**src/rtl/vram_arb_pkg.sv**
```systemverilog
package vram_arb_pkg;

  // Strobes from the access controller to the slot timer's wait counter
  typedef struct packed {
    logic       cntLoad;
    logic [1:0] cntVal;
  } wait_ctrl_t;

  typedef enum logic [1:0] {
    ACC_IDLE,
    ACC_DECIDE,
    ACC_SLOT,
    ACC_FINISH
  } acc_state_e;

endpackage

```
**src/rtl/vram_slot_timer.sv**
```systemverilog
module vram_slot_timer
  import vram_arb_pkg::*;
#(
  parameter int CHUNK_CYCLES  = 12,
  parameter int BUSY_CYCLES   = 8,
  parameter int CHUNKS        = 40,
  parameter int FRAME_LINES   = 312,
  parameter int VIDEO_LINES   = 256,
  parameter int VIDEO_GRABS   = 32,
  parameter int REFRESH_GRABS = 8,
  parameter bit FULL_PENALTY  = 1'b0,
  parameter int LOOKAHEAD     = 4
) (
  input  logic                                 clk,
  input  logic                                 rst,
  input  wait_ctrl_t                           ctrl,
  output logic                                 fetchBusy,
  output logic                                 freeAhead,
  output logic                                 cntZero,
  output logic [$clog2(FRAME_LINES)-1:0]       linePos,
  output logic [$clog2(CHUNKS*CHUNK_CYCLES)-1:0] cyclePos
);
  localparam int LINE_CYCLES = CHUNKS * CHUNK_CYCLES;
  localparam int HPOS_W  = $clog2(LINE_CYCLES);
  localparam int LINE_W  = $clog2(FRAME_LINES);
  localparam int CHUNK_W = $clog2(CHUNKS);
  localparam int CC_W    = $clog2(CHUNK_CYCLES);
  localparam logic [CC_W-1:0]    CC_LAST    = CC_W'(CHUNK_CYCLES - 1);
  localparam logic [CHUNK_W-1:0] CHUNK_LAST = CHUNK_W'(CHUNKS - 1);
  localparam logic [LINE_W-1:0]  LINE_LAST  = LINE_W'(FRAME_LINES - 1);

  logic [CC_W-1:0]    ccQ;
  logic [CHUNK_W-1:0] chunkQ;
  logic [HPOS_W-1:0]  hposQ;
  logic [LINE_W-1:0]  lineQ;
  logic [1:0]         cntQ;

  // Slot pattern: a chunk is a busy slot when its index is below the grab count
  function automatic logic slotBusy(input int ln, input int ch, input int cc);
    int grabs;
    grabs = (ln < VIDEO_LINES || FULL_PENALTY) ? VIDEO_GRABS : REFRESH_GRABS;
    return (ch < grabs) && (cc < BUSY_CYCLES);
  endfunction

  // Raster position counters
  always_ff @(posedge clk) begin
    if (rst) begin
      ccQ    <= '0;
      chunkQ <= '0;
      hposQ  <= '0;
      lineQ  <= '0;
    end else if (ccQ == CC_LAST) begin
      ccQ <= '0;
      if (chunkQ == CHUNK_LAST) begin
        chunkQ <= '0;
        hposQ  <= '0;
        lineQ  <= (lineQ == LINE_LAST) ? '0 : lineQ + 1'b1;
      end else begin
        chunkQ <= chunkQ + 1'b1;
        hposQ  <= hposQ + 1'b1;
      end
    end else begin
      ccQ   <= ccQ + 1'b1;
      hposQ <= hposQ + 1'b1;
    end
  end

  // Look-ahead over the current cycle and the next LOOKAHEAD-1
  always_comb begin
    int c, ch, ln;
    freeAhead = 1'b1;
    for (int k = 0; k < LOOKAHEAD; k++) begin
      c  = int'(ccQ) + k;
      ch = int'(chunkQ);
      ln = int'(lineQ);
      if (c >= CHUNK_CYCLES) begin
        c  = c - CHUNK_CYCLES;
        ch = ch + 1;
        if (ch >= CHUNKS) begin
          ch = 0;
          ln = (ln + 1 >= FRAME_LINES) ? 0 : ln + 1;
        end
      end
      if (slotBusy(ln, ch, c)) freeAhead = 1'b0;
    end
  end

  assign fetchBusy = slotBusy(int'(lineQ), int'(chunkQ), int'(ccQ));

  // Wait counter driven by the controller's strobes
  always_ff @(posedge clk) begin
    if (rst)               cntQ <= '0;
    else if (ctrl.cntLoad) cntQ <= ctrl.cntVal;
    else if (cntQ != 2'd0) cntQ <= cntQ - 2'd1;
  end

  assign cntZero  = (cntQ == 2'd0);
  assign linePos  = lineQ;
  assign cyclePos = hposQ;

endmodule

```
**src/rtl/vram_wait_ctrl.sv**
```systemverilog
module vram_wait_ctrl
  import vram_arb_pkg::*;
(
  input  logic       clk,
  input  logic       rst,
  input  logic       reqValid,
  input  logic       reqRead,
  input  logic       reqWord,
  input  logic       fetchBusy,
  input  logic       freeAhead,
  input  logic       cntZero,
  output wait_ctrl_t ctrl,
  output logic       ackPulse
);
  acc_state_e stateQ;
  logic rnwQ, wordQ, secondQ, seenQ;
  logic lastByte;

  assign lastByte = !wordQ || secondQ;

  // Counter loads: read decides 2 cycles in, write 3; completion 2 cycles
  // after a clear decision, 3 after a drained slot
  always_comb begin
    ctrl = '0;
    case (stateQ)
      ACC_IDLE: if (reqValid) begin
        ctrl.cntLoad = 1'b1;
        ctrl.cntVal  = reqRead ? 2'd1 : 2'd2;
      end
      ACC_DECIDE: if (cntZero && freeAhead) begin
        ctrl.cntLoad = 1'b1;
        ctrl.cntVal  = 2'd1;
      end
      ACC_SLOT: if (!fetchBusy && seenQ) begin
        ctrl.cntLoad = 1'b1;
        ctrl.cntVal  = 2'd2;
      end
      ACC_FINISH: if (cntZero && !lastByte) begin
        ctrl.cntLoad = 1'b1;
        ctrl.cntVal  = rnwQ ? 2'd1 : 2'd2;
      end
      default: ctrl = '0;
    endcase
  end

  always_ff @(posedge clk) begin
    if (rst) begin
      stateQ  <= ACC_IDLE;
      rnwQ    <= 1'b0;
      wordQ   <= 1'b0;
      secondQ <= 1'b0;
      seenQ   <= 1'b0;
    end else begin
      case (stateQ)
        ACC_IDLE: if (reqValid) begin
          rnwQ    <= reqRead;
          wordQ   <= reqWord;
          secondQ <= 1'b0;
          stateQ  <= ACC_DECIDE;
        end
        ACC_DECIDE: if (cntZero) begin
          if (freeAhead) stateQ <= ACC_FINISH;
          else begin
            seenQ  <= fetchBusy;
            stateQ <= ACC_SLOT;
          end
        end
        ACC_SLOT: begin
          if (fetchBusy) seenQ <= 1'b1;
          else if (seenQ) stateQ <= ACC_FINISH;
        end
        ACC_FINISH: if (cntZero) begin
          if (lastByte) stateQ <= ACC_IDLE;
          else begin
            secondQ <= 1'b1;
            stateQ  <= ACC_DECIDE;
          end
        end
        default: stateQ <= ACC_IDLE;
      endcase
    end
  end

  assign ackPulse = (stateQ == ACC_FINISH) && cntZero && lastByte;

endmodule

```
**src/rtl/vram_wait_gen.sv**
```systemverilog
module vram_wait_gen
  import vram_arb_pkg::*;
#(
  parameter int CHUNK_CYCLES  = 12,
  parameter int BUSY_CYCLES   = 8,
  parameter int CHUNKS        = 40,
  parameter int FRAME_LINES   = 312,
  parameter int VIDEO_LINES   = 256,
  parameter int VIDEO_GRABS   = 32,
  parameter int REFRESH_GRABS = 8,
  parameter bit FULL_PENALTY  = 1'b0
) (
  input  logic                                   clk,
  input  logic                                   rst,
  input  logic                                   reqValid,
  input  logic                                   reqRead,
  input  logic                                   reqWord,
  output logic                                   fetchBusy,
  output logic                                   ackPulse,
  output logic [$clog2(FRAME_LINES)-1:0]         linePos,
  output logic [$clog2(CHUNKS*CHUNK_CYCLES)-1:0] cyclePos
);
  wait_ctrl_t ctrl;
  logic freeAhead, cntZero;

  vram_slot_timer #(
    .CHUNK_CYCLES(CHUNK_CYCLES), .BUSY_CYCLES(BUSY_CYCLES), .CHUNKS(CHUNKS),
    .FRAME_LINES(FRAME_LINES), .VIDEO_LINES(VIDEO_LINES),
    .VIDEO_GRABS(VIDEO_GRABS), .REFRESH_GRABS(REFRESH_GRABS),
    .FULL_PENALTY(FULL_PENALTY), .LOOKAHEAD(4)
  ) u_timer (
    .clk(clk), .rst(rst), .ctrl(ctrl),
    .fetchBusy(fetchBusy), .freeAhead(freeAhead), .cntZero(cntZero),
    .linePos(linePos), .cyclePos(cyclePos)
  );

  vram_wait_ctrl u_ctrl (
    .clk(clk), .rst(rst), .reqValid(reqValid), .reqRead(reqRead),
    .reqWord(reqWord), .fetchBusy(fetchBusy), .freeAhead(freeAhead),
    .cntZero(cntZero), .ctrl(ctrl), .ackPulse(ackPulse)
  );

endmodule

```
**config.mk**
```make
export PLATFORM = sky130hd
export DESIGN_NAME = vram_wait_gen
export DESIGN_NICKNAME = d
export VERILOG_FILES = /design/src/rtl/vram_arb_pkg.sv /design/src/rtl/vram_slot_timer.sv /design/src/rtl/vram_wait_ctrl.sv /design/src/rtl/vram_wait_gen.sv
export SDC_FILE = /design/constraint.sdc
export NUM_CORES = 1
export LEC_CHECK = 0
export BUFFER_PORTS_ARGS = -buffer_cell sky130_fd_sc_hd__buf_2
export CORE_UTILIZATION = 30
export CTS_BUF_LIST = sky130_fd_sc_hd__clkbuf_16
export DETAILED_ROUTE_END_ITERATION = 8
export SLEW_MARGIN = 20
export SYNTH_ARGS = -nofsm -noshare
export SYNTH_HDL_FRONTEND = slang
export SYNTH_SLANG_ARGS = --single-unit
```
**constraint.sdc**
```tcl
create_clock -name clk -period 2.7 [get_ports clk]
set_clock_uncertainty 0.05 [all_clocks]
set_input_delay 0.135 -clock clk [delete_from_list [all_inputs] [get_ports clk]]
set_output_delay 0.135 -clock clk [all_outputs]
set_load 0.005 [all_outputs]
```
Yosys cells after proc, flatten, opt, wreduce, memory -nomap -nowiden

Index checks and enable logic that the tools add are counted.

Register bits after elaboration: 36
Latch bits: 0
RAM bits: 0
Bits in read-only memories: 0
Input port bits: 5
Output and inout bits: 20
Memories kept: 0

$add $sub $neg: 14
$mul: 0
Divide/modulo/power cells: 0
$lt $le $gt $ge: 21
Equality and inequality tests: 14
Shifts and indexed selects: 0
Muxes and demuxes: 53
Bitwise operators: 0
Reduce and logical (&&, ||, !) cells: 26

Operators with widths:

| kind                                                                 | count |
|---|---|
| 2-to-1 mux 32 bit                                                    | 15 |
| < comparator 32 x 10 -> 1 bit (second input constant)                | 4 |
| < comparator 32 bit                                                  | 4 |
| < comparator 32 x 5 -> 1 bit (second input constant)                 | 4 |
| greater-or-equal comparator 32 x 5 -> 1 bit (second input constant)  | 3 |
| subtractor 32 x 5 -> 32 bit (second input constant)                  | 3 |
| 2-to-1 mux 6 bit                                                     | 6 |
| greater-or-equal comparator 32 x 10 -> 1 bit (second input constant) | 1 |
| greater-or-equal comparator 32 x 7 -> 1 bit (second input constant)  | 1 |
| < comparator 7 x 32 -> 1 bit                                         | 1 |
| 2-to-1 mux 9 bit                                                     | 3 |
| adder 9 x 1 -> 9 bit (second input constant)                         | 2 |
| 2-to-1 mux 2 bit                                                     | 9 |
| 2-to-1 mux 1 bit                                                     | 12 |
| 2-to-1 mux 3 bit                                                     | 4 |
| case mux 3 bit (4 select lines)                                      | 1 |
| adder 4 x 2 -> 5 bit (second input constant)                         | 2 |
| adder 9 x 1 -> 10 bit (second input constant)                        | 1 |
| logical AND 1 bit                                                    | 10 |
| equality test 9 bit (second input constant)                          | 1 |
| < comparator 9 bit (second input constant)                           | 1 |
| inequality test 2 x 1 -> 1 bit (second input constant)               | 4 |
| inequality test 2 bit (second input constant)                        | 4 |
| case mux 2 bit (4 select lines)                                      | 1 |
| other kinds (21)                                                     | 31 |

Logic depth before layout (Yosys ltp)

Gate-level depths: netlist of the first run.

Word-level depth: 17
Gate-level depth with buffers: 15
Gate-level depth less buffers: 15

Hierarchy

A second synthesis of the first run with hierarchy kept.

Cells, all modules: 340
Area total of the unflattened synthesis: 2708.8 um^2

By module, submodules not included:

| module          | times used | cells an instance | area an instance (um^2) |
|---|---|---|---|
| vram_slot_timer | 1          | 279               | 2217.1 |
| vram_wait_ctrl  | 1          | 61                | 491.7 |

Least setup slack after synthesis of the first run

No wires, ideal clock.

Kind: reg-to-reg
From: reg u_timer.ccQ[1]
To: reg u_ctrl.seenQ
Library setup time: 88 ps
Data arrival time: 2817 ps
Data required time: 2562 ps
Path slack: -255 ps
Stages on the path, launching flop included: 16
Buffers on the path: 0
Clock period less this slack: 2955 ps
Cell sequence: dfxtp_1 ha_1 xnor2_1 inv_2 ha_1 inv_1 ha_1 o21ai_0 nand2_1 mux2_2 ha_1 nand2_1 o21ai_0 a41o_1 a41o_1 a311oi_2

Longest elaborated chain between the ends: 12

Ends and longest elaborated chain:

| item                                                                             | line                                         | source |
|---|---|---|
| start: declaration                                                               | vram_slot_timer.sv:32                        | `logic [CC_W-1:0] ccQ;` |
| start signal: assignment                                                         | vram_slot_timer.sv:63                        | `ccQ <= ccQ + 1'b1;` |
| adder 4 x 1 -> 5 bit or greater-or-equal comparator 4 bit (tied branches)        | vram_slot_timer.sv:73, vram_slot_timer.sv:76 |  |
| greater-or-equal comparator 32 x 5 -> 1 bit or 2-to-1 mux 32 bit (tied branches) | vram_slot_timer.sv:76                        | `if (c >= CHUNK_CYCLES) begin` |
| 2-to-1 mux 32 bit or < comparator 32 x 10 -> 1 bit (tied branches)               | vram_slot_timer.sv:76, vram_slot_timer.sv:41 |  |
| < comparator 32 x 10 -> 1 bit or 2-to-1 mux 6 bit (tied branches)                | vram_slot_timer.sv:41                        | `grabs = (ln < VIDEO_LINES \|\| FULL_PENALTY) ? VIDEO_GRABS : REFRESH_GRABS;` |
| 2-to-1 mux 6 bit or < comparator 32 bit (tied branches)                          | vram_slot_timer.sv:41, vram_slot_timer.sv:42 |  |
| < comparator 32 bit or logical AND 1 bit (tied branches)                         | vram_slot_timer.sv:42                        | `return (ch < grabs) && (cc < BUSY_CYCLES);` |
| logical AND 1 bit or 2-to-1 mux 1 bit (tied branches)                            | vram_slot_timer.sv:42, vram_slot_timer.sv:84 |  |
| 2-to-1 mux 1 bit (3 in a row)                                                    | vram_slot_timer.sv:84                        | `if (slotBusy(ln, ch, c)) freeAhead = 1'b0;` |
| inequality test 2 bit (no line)                                                  | --                                           |  |
| AND reduction 4 bit (no line)                                                    | --                                           |  |
| end signal: assignment                                                           | vram_wait_ctrl.sv:64                         | `seenQ <= fetchBusy;` |
| end: declaration                                                                 | vram_wait_ctrl.sv:16                         | `logic rnwQ, wordQ, secondQ, seenQ;` |

Parallel ways exist; a longest one is shown, timed or not. The select of a mux whose other input is x is not followed.
A chain may end at the register's enable or synchronous reset.

Worst setup path after layout of the first run

From: reg u_timer.lineQ[1], in the netlist u_timer.linePos[1]
To: reg u_ctrl.seenQ

Longest elaborated chain between the ends: 15

Ends and longest elaborated chain:

| item                                         | line                  | source |
|---|---|---|
| start: declaration                           | vram_slot_timer.sv:35 | `logic [LINE_W-1:0] lineQ;` |
| start signal: assignment                     | vram_slot_timer.sv:57 | `lineQ <= (lineQ == LINE_LAST) ? '0 : lineQ + 1'b1;` |
| adder 9 x 1 -> 10 bit                        | vram_slot_timer.sv:81 | `ln = (ln + 1 >= FRAME_LINES) ? 0 : ln + 1;` |
| greater-or-equal comparator 32 x 10 -> 1 bit | vram_slot_timer.sv:81 |  |
| 2-to-1 mux 32 bit                            | vram_slot_timer.sv:81 |  |
| 2-to-1 mux 32 bit                            | vram_slot_timer.sv:79 | `if (ch >= CHUNKS) begin` |
| 2-to-1 mux 32 bit                            | vram_slot_timer.sv:76 |  |
| < comparator 32 x 10 -> 1 bit                | vram_slot_timer.sv:41 |  |
| 2-to-1 mux 6 bit                             | vram_slot_timer.sv:41 |  |
| < comparator 32 bit                          | vram_slot_timer.sv:42 |  |
| logical AND 1 bit                            | vram_slot_timer.sv:42 |  |
| 2-to-1 mux 1 bit (4 in a row)                | vram_slot_timer.sv:84 |  |
| inequality test 2 bit (no line)              | --                    |  |
| AND reduction 4 bit (no line)                | --                    |  |

Parallel ways exist; a longest one is shown, timed or not. The select of a mux whose other input is x is not followed.

==> out/metrics.cfg, run 1 <==
[timing]
setup_tns_ns = -0.131
rsz0062_at_grt = true
worst_slew_pin_slew_ns = 0.689
fin_ws_ns = -0.112
fin_crit_sh = 1.04
hold_viol = 0
fmax_ghz = 0.356
final_max_slew_viol_count = 0
min_period_ns = 2.81
finalSetupViolCount = 2
relSlewSlack = 0.535

[global_routing]
grt_usage = 0.147
grt_pass1_vias = 2515
grt_pass1_wl_mm = 11.5
antenna_found_initial = 0
globalRouteOverflowTotal = 0
grt_max_degree = 22

[layout]
multi_input_area_mm2 = 0.00204
instances_no_fill = 524
areaGrowthSynthToFinish_pct = 38.7
drive_above_1_share = 0.368
num-fill-cells = 847
final_net_count = 441
ff_latch_area_um2 = 746
design_area_mm2 = 0.00373
n_antenna_cell = 0
fin_util = 0.428

[route]
drt_first_iter_violations = 149
drc_errors = 0
ant_nets = 0
routed_wl_mm = 7.09
via_per_inst = 5.12
dr.pass1.iters = 4
wl_per_cell_um = 13.5
vias = 2681

[synth]
synth-warning-count = 0
ys_ff_latch = 36
async_reset_ff_frac = 0
synth_nets = 369
seq_area_frac_synth = 0.268
syn-cell-area_mm2 = 0.00269
synth_area_per_cell_um2 = 7.84
yosys_most_used_dff = dfxtp_1
ys_types = 64
synth_cells = 343
synth-edff-count = 0

[clocking]
cts_root_buf = clkbuf_16
cts.sinks = 36
cts_buffer_depth = 2
cts_tree = yes
htree_num_levels = 2
cts_hold_buf = 0
insertion_delay_ns = 0.28
clkTransAtPathRegs_ns = 0.06
numCtsBuffers = 5

[setup_path]
cp.required_ns = 2.84
critical_path.top_delay_family = compound AO/OA/AOI/OAI gates
crit_chain = buf_4 -> ha_4 -> nand3_2 -> nor2_2 -> o211ai_1 -> a21oi_4 -> a31oi_2 -> buf_4 -> buf_4 -> buf_4 -> buf_4 -> o221a_1 -> a41o_1 -> a311oi_2
cp-end-kind = flip-flop
slowest_stage = dfxtp_4
r2r-start = u_timer.linePos[1]$_SDFFE_PP0P_
cp_slowest_stage_delay_ns = 0.35
reg2reg_to = u_ctrl.seenQ$_SDFFE_PP0P_
endpoint = u_ctrl.seenQ$_SDFFE_PP0P_
critPathKind = flip-flop to flip-flop
rrSetupSlack_ns = -0.11
crit_top_cell = buf_4
worstSetupStartpoint = u_timer.linePos[1]$_SDFFE_PP0P_
path_depth = 14
cp_max_fo = 5
crit_path_start_kind = flip-flop
cp_data_arrival_time_ns = 2.96
rr_worst_depth = 14
path_buf_inv = 5

[placed_design]
portBuffers = 24
globalplace.congestion = 0.921
dpl.hpwl_mm = 5.04
placed_cells = 505
place_area_mm2 = 0.00325

[floorplanning]
io_pins = 25
dieWidth_um = 96.7
dieArea_mm2 = 0.00935
start_util = 0.308
die_h_um = 96.7
core_area_mm2 = 0.00872
rows = 34

[run]
cap_violations = 0

[min_path]
hp-start = reqWord
hold_class = input port to flip-flop

[power_and_ir_drop]
p_per_area_mw_per_mm2 = 481
leakage_nw = 1.54
total_power_mw = 1.79
ir_worst_vdd_mv = 0.470

[run_status]
failed_checks = setup timing
status = finished, violations left

[worst min-delay path by stage]
stage | to | cells after the start | slack, ns
2_1_floorplan | u_ctrl.rnwQ$_SDFFE_PP0P_ | 2 | 0.23
3_3_place_gp | u_ctrl.rnwQ$_SDFFE_PP0P_ | 3 | 0.36
3_5_place_dp | u_ctrl.rnwQ$_SDFFE_PP0P_ | 3 | 0.36
4_1_cts | u_ctrl.rnwQ$_SDFFE_PP0P_ | 3 | 0.06
5_1_grt | u_ctrl.wordQ$_SDFFE_PP0P_ | 3 | 0.06
6_report | u_ctrl.wordQ$_SDFFE_PP0P_ | 3 | 0.06
[what timing repair did]
item | 4_1_cts | 5_1_grt
gates resized for setup | 25 | 34
cloned | 0 | 0
endpoints found under the setup margin | 4 | 6
setup buffers | 7 | 5
pin swaps | 14 | 20
[per-stage QoR]
step | setup slack [ns] | hold slack, ns
4_1_cts | -0.0365 | 0.0576
5_1_grt | -0.260 | 0.0577
6_report | -0.112 | 0.0583
3_3_place_gp | -0.0345 | 0.356
2_1_floorplan | 0.00228 | 0.232
3_5_place_dp | -0.144 | 0.358
[cell usage after synthesis, drive strengths merged, types with 8 or more instances]
master | count | area [µm²]
xnor2 | 8 | 70.1
dfxtp | 36 | 721
nand2 | 31 | 119
o21ai | 24 | 120
and2 | 8 | 52.6
a21oi | 25 | 133
ha | 21 | 263
nor2b | 10 | 70.1
nor3 | 9 | 50.1
inv | 25 | 93.8
nand4 | 9 | 71.3
o31ai | 8 | 65.1
nor2 | 36 | 135
nand3 | 13 | 65.1
[worst min-delay path: stages]
cell	delay, ns
buf_2	0.09
nand3_1	0.06
a21oi_1	0.05
[report_power, final]
part	leakage [nW]	switching [mW]	internal (mW)
sequential	0.299	0.0454	0.578
combinational	1.16	0.274	0.216
clock	0.0798	0.246	0.434
[flip-flops by register name, indices dropped and copies added (netlist names)]
signal            cells
u_timer.linePos       9
u_ctrl.seenQ          1
u_timer.chunkQ        6
u_timer.ccQ           4
u_ctrl.secondQ        1
u_ctrl.wordQ          1
u_ctrl.rnwQ           1
u_timer.cyclePos      9
u_ctrl.stateQ         2
u_timer.cntQ          2
[layout make-up]
| cell class | count | area share |
|---|---|---|
| multi-input combinational | 268 | 0.546 |
| sequential | 36 | 0.200 |
| timing repair buffer | 79 | 0.147 |
| tap | 108 | 0.0362 |
| clock buffer | 5 | 0.0335 |
| inverter | 25 | 0.0258 |
| clock inverter | 3 | 0.0114 |
[kinds of logic (layout without fill, tap and decap cells)]
logic type,count (synthesis),after routing,share of synthesized area
and+or+nand+nor,138,138,0.270
xor gates and xnor gates,15,15,0.0488
DFF,36,36,0.268
buffers and inverters,39,112,0.0739
muxes,6,6,0.0228
AOI/OAI and AO/OA,88,88,0.219
adders and majority gates,21,21,0.0977
[routing by layer]
layer,track usage,routed length [µm]
met1,0.196,3380
met2,0.241,3410
met3,0.0282,243
met4,0.0448,53
met5,0,0
[layout by cell type (no fill, tap or decap), types with 3 or more instances in the layout]
cell	Yosys	final
buf_4	0	52
nor2_1	36	33
nand2_1	30	30
dfxtp_1	36	26
buf_2	3	24
inv_1	23	19
o21ai_0	22	16
a21oi_1	23	15
nand3_1	13	11
ha_1	21	10
nor2b_1	9	9
nor3_1	8	8
nand4_1	8	8
ha_4	0	8
and2_1	7	7
xnor2_1	8	7
xor2_1	7	7
o21ai_1	2	6
a21oi_2	2	6
nand2b_1	7	6
o31ai_1	7	6
inv_2	2	5
mux2i_1	5	5
clkbuf_16	0	5
dfxtp_2	0	5
dfxtp_4	0	5
and3_1	4	4
a21oi_4	0	4
a31oi_1	5	4
a41o_1	4	4
ha_2	0	3
(Power assumes the default switching activity.)
==> inputs of run 2 (changes only) <==
--- a/config.mk
+++ b/config.mk
@@ -9,6 +9,7 @@
 export CORE_UTILIZATION = 30
 export CTS_BUF_LIST = sky130_fd_sc_hd__clkbuf_16
 export DETAILED_ROUTE_END_ITERATION = 8
+export MAX_ROUTING_LAYER = met4
 export SLEW_MARGIN = 20
 export SYNTH_ARGS = -nofsm -noshare
 export SYNTH_HDL_FRONTEND = slang
==> run 2 against run 1 <==
Net effect:
- the flow still finishes with violations (setup timing)
- wire length rose by 0.20%
- register-to-register slack barely moved
- via count up 0.37%
- core utilization did not move
- combinational power about the same
- count of clock-buffer cells in the layout is the same
- worst hold slack about the same
- sequential share of layout area did not move
- first-iteration DRC count decreased by 1.3%
- die area unchanged
- non-clock buffer count stayed put
- design area unchanged
==> out/metrics.cfg, run 2 (synthesis results as in run 1) <==
[clocking]
clkTransAtPathRegs_ns = 0.06
cts.sinks = 36
cts_root_buf = clkbuf_16
insertion_delay_ns = 0.28
cts_buffer_depth = 2
numCtsBuffers = 5
htree_num_levels = 2
cts_tree = yes

[route]
drt_first_iter_violations = 147
dr.pass1.iters = 4
routed_wl_mm = 7.11
wl_per_cell_um = 13.6
vias = 2691
ant_nets = 0
drc_errors = 0
via_per_inst = 5.14

[layout]
n_antenna_cell = 0
multi_input_area_mm2 = 0.00204
final_common_cell = buf_4
ff_latch_area_um2 = 746
areaGrowthSynthToFinish_pct = 38.7
design_area_mm2 = 0.00373
layout_common_cells = 52 x buf_4, 33 x nor2_1, 30 x nand2_1
num-fill-cells = 847
instances_no_fill = 524
drive_above_1_share = 0.368
final_net_count = 441

[min_path]
hold-path-endpoint = u_ctrl.wordQ$_SDFFE_PP0P_
hold_class = input port to flip-flop
min_delay_path_depth = 3
hp-start = reqWord

[setup_path]
cp_slowest_stage_delay_ns = 0.35
rrSetupSlack_ns = -0.12
rr_worst_depth = 14
cp_data_arrival_time_ns = 2.96
path_buf_inv = 5
critical_path.top_delay_family = compound AO/OA/AOI/OAI gates
slowest_stage = dfxtp_4
crit_top_cell = buf_4
r2r-start = u_timer.linePos[1]$_SDFFE_PP0P_
critPathKind = flip-flop to flip-flop
crit_chain = buf_4 -> ha_4 -> nand3_2 -> nor2_2 -> o211ai_1 -> a21oi_4 -> a31oi_2 -> buf_4 -> buf_4 -> buf_4 -> buf_4 -> o221a_1 -> a41o_1 -> a311oi_2
cp-end-kind = flip-flop
cp.required_ns = 2.84
worstSetupStartpoint = u_timer.linePos[1]$_SDFFE_PP0P_
reg2reg_to = u_ctrl.seenQ$_SDFFE_PP0P_
cp_max_fo = 5
crit_path_start_kind = flip-flop

[floorplanning]
dieArea_mm2 = 0.00935
die_h_um = 96.7
core_area_mm2 = 0.00872
rows = 34
io_pins = 25
dieWidth_um = 96.7
start_util = 0.308

[timing]
rsz0062_at_grt = true
fin_crit_sh = 1.04
final_max_slew_viol_count = 0
finalSetupViolCount = 3
fmax_ghz = 0.355
min_period_ns = 2.82
fin_ws_ns = -0.117
relSlewSlack = 0.528
worst_slew_pin_slew_ns = 0.699
hold_slack_ns = 0.0582
setup_tns_ns = -0.143
hold_viol = 0

[placed_design]
dp_slack_ns = -0.144
place_area_mm2 = 0.00325
globalplace.congestion = 0.937
portBuffers = 24
dpl.hpwl_mm = 5.04
placed_cells = 505

[run_status]
status = finished, violations left
failed_checks = setup timing

[global_routing]
grt_usage = 0.152
grt_pass1_wl_mm = 11.5
globalRouteOverflowTotal = 0
antenna_found_initial = 0
grt_max_degree = 22
grt_pass1_vias = 2516

[power_and_ir_drop]
p_per_area_mw_per_mm2 = 481
ir_worst_vdd_mv = 0.469
leakage_nw = 1.54

[run]
cap_violations = 0

run 2: cell counts in the layout (fill, tap and decap cells not counted):
Identical to the previous run, type by type.
run 2: repair_timing:
action,CTS,global route
hold buffers,0,0
gates resized for setup,25,34
pin swaps,14,20
setup endpoints to repair,4,6
gates cloned,0,0
endpoints found under the hold margin,0,0
buffers inserted,7,5
run 2: worst max-delay path by stage:
stage / slack (ns) / depth (start not counted) / to
final: -0.12 / 14 / u_ctrl.seenQ$_SDFFE_PP0P_
after global routing: -0.26 / 14 / u_ctrl.seenQ$_SDFFE_PP0P_
after CTS: -0.04 / 14 / u_ctrl.seenQ$_SDFFE_PP0P_
after detailed placement: -0.14 / 14 / u_ctrl.seenQ$_SDFFE_PP0P_
after global placement: -0.03 / 14 / u_ctrl.seenQ$_SDFFE_PP0P_
after floorplan: 0.002 / 15 / u_ctrl.seenQ$_SDFFE_PP0P_
run 2: where the power goes:
part / internal, mW / total [mW] / leakage (nW) / switching (mW)
Combinational: 0.216 / 0.490 / 1.16 / 0.275
Clock: 0.434 / 0.681 / 0.0798 / 0.246
Sequential: 0.578 / 0.623 / 0.299 / 0.0447
Total: 1.23 / 1.79 / 1.54 / 0.565
run 2: layer usage:
metal	track usage	share of wire
met5	-	0
met4	0.0448	0.0075
met3	0.0282	0.045
met2	0.241	0.48
met1	0.196	0.46
run 2: through the flow:
| stage | power [mW] | utilization |
|---|---|---|
| final | 1.79 | 0.428 |
| after global routing | 1.91 | 0.428 |
| after CTS | 1.80 | 0.407 |
| after detailed placement | 1.11 | 0.372 |
| after global placement | 1.10 | 0.372 |
| after floorplan | 1.01 | - |
run 2: area by class of cell:
type,count,area share
Multi-Input combinational cell,268,0.546
Clock inverter,3,0.0114
Sequential cell,36,0.200
Inverter,25,0.0258
Clock buffer,5,0.0335
Tap cell,108,0.0362
Timing Repair Buffer,79,0.147
run 2: worst register-to-register path, stage by stage (launching register included):
cell	delay, ns
dfxtp_4	0.35
buf_4	0.11
ha_4	0.14
nand3_2	0.11
nor2_2	0.15
o211ai_1	0.15
a21oi_4	0.30
a31oi_2	0.15
buf_4	0.15
buf_4	0.12
buf_4	0.12
buf_4	0.12
o221a_1	0.29
a41o_1	0.20
a311oi_2	0.23
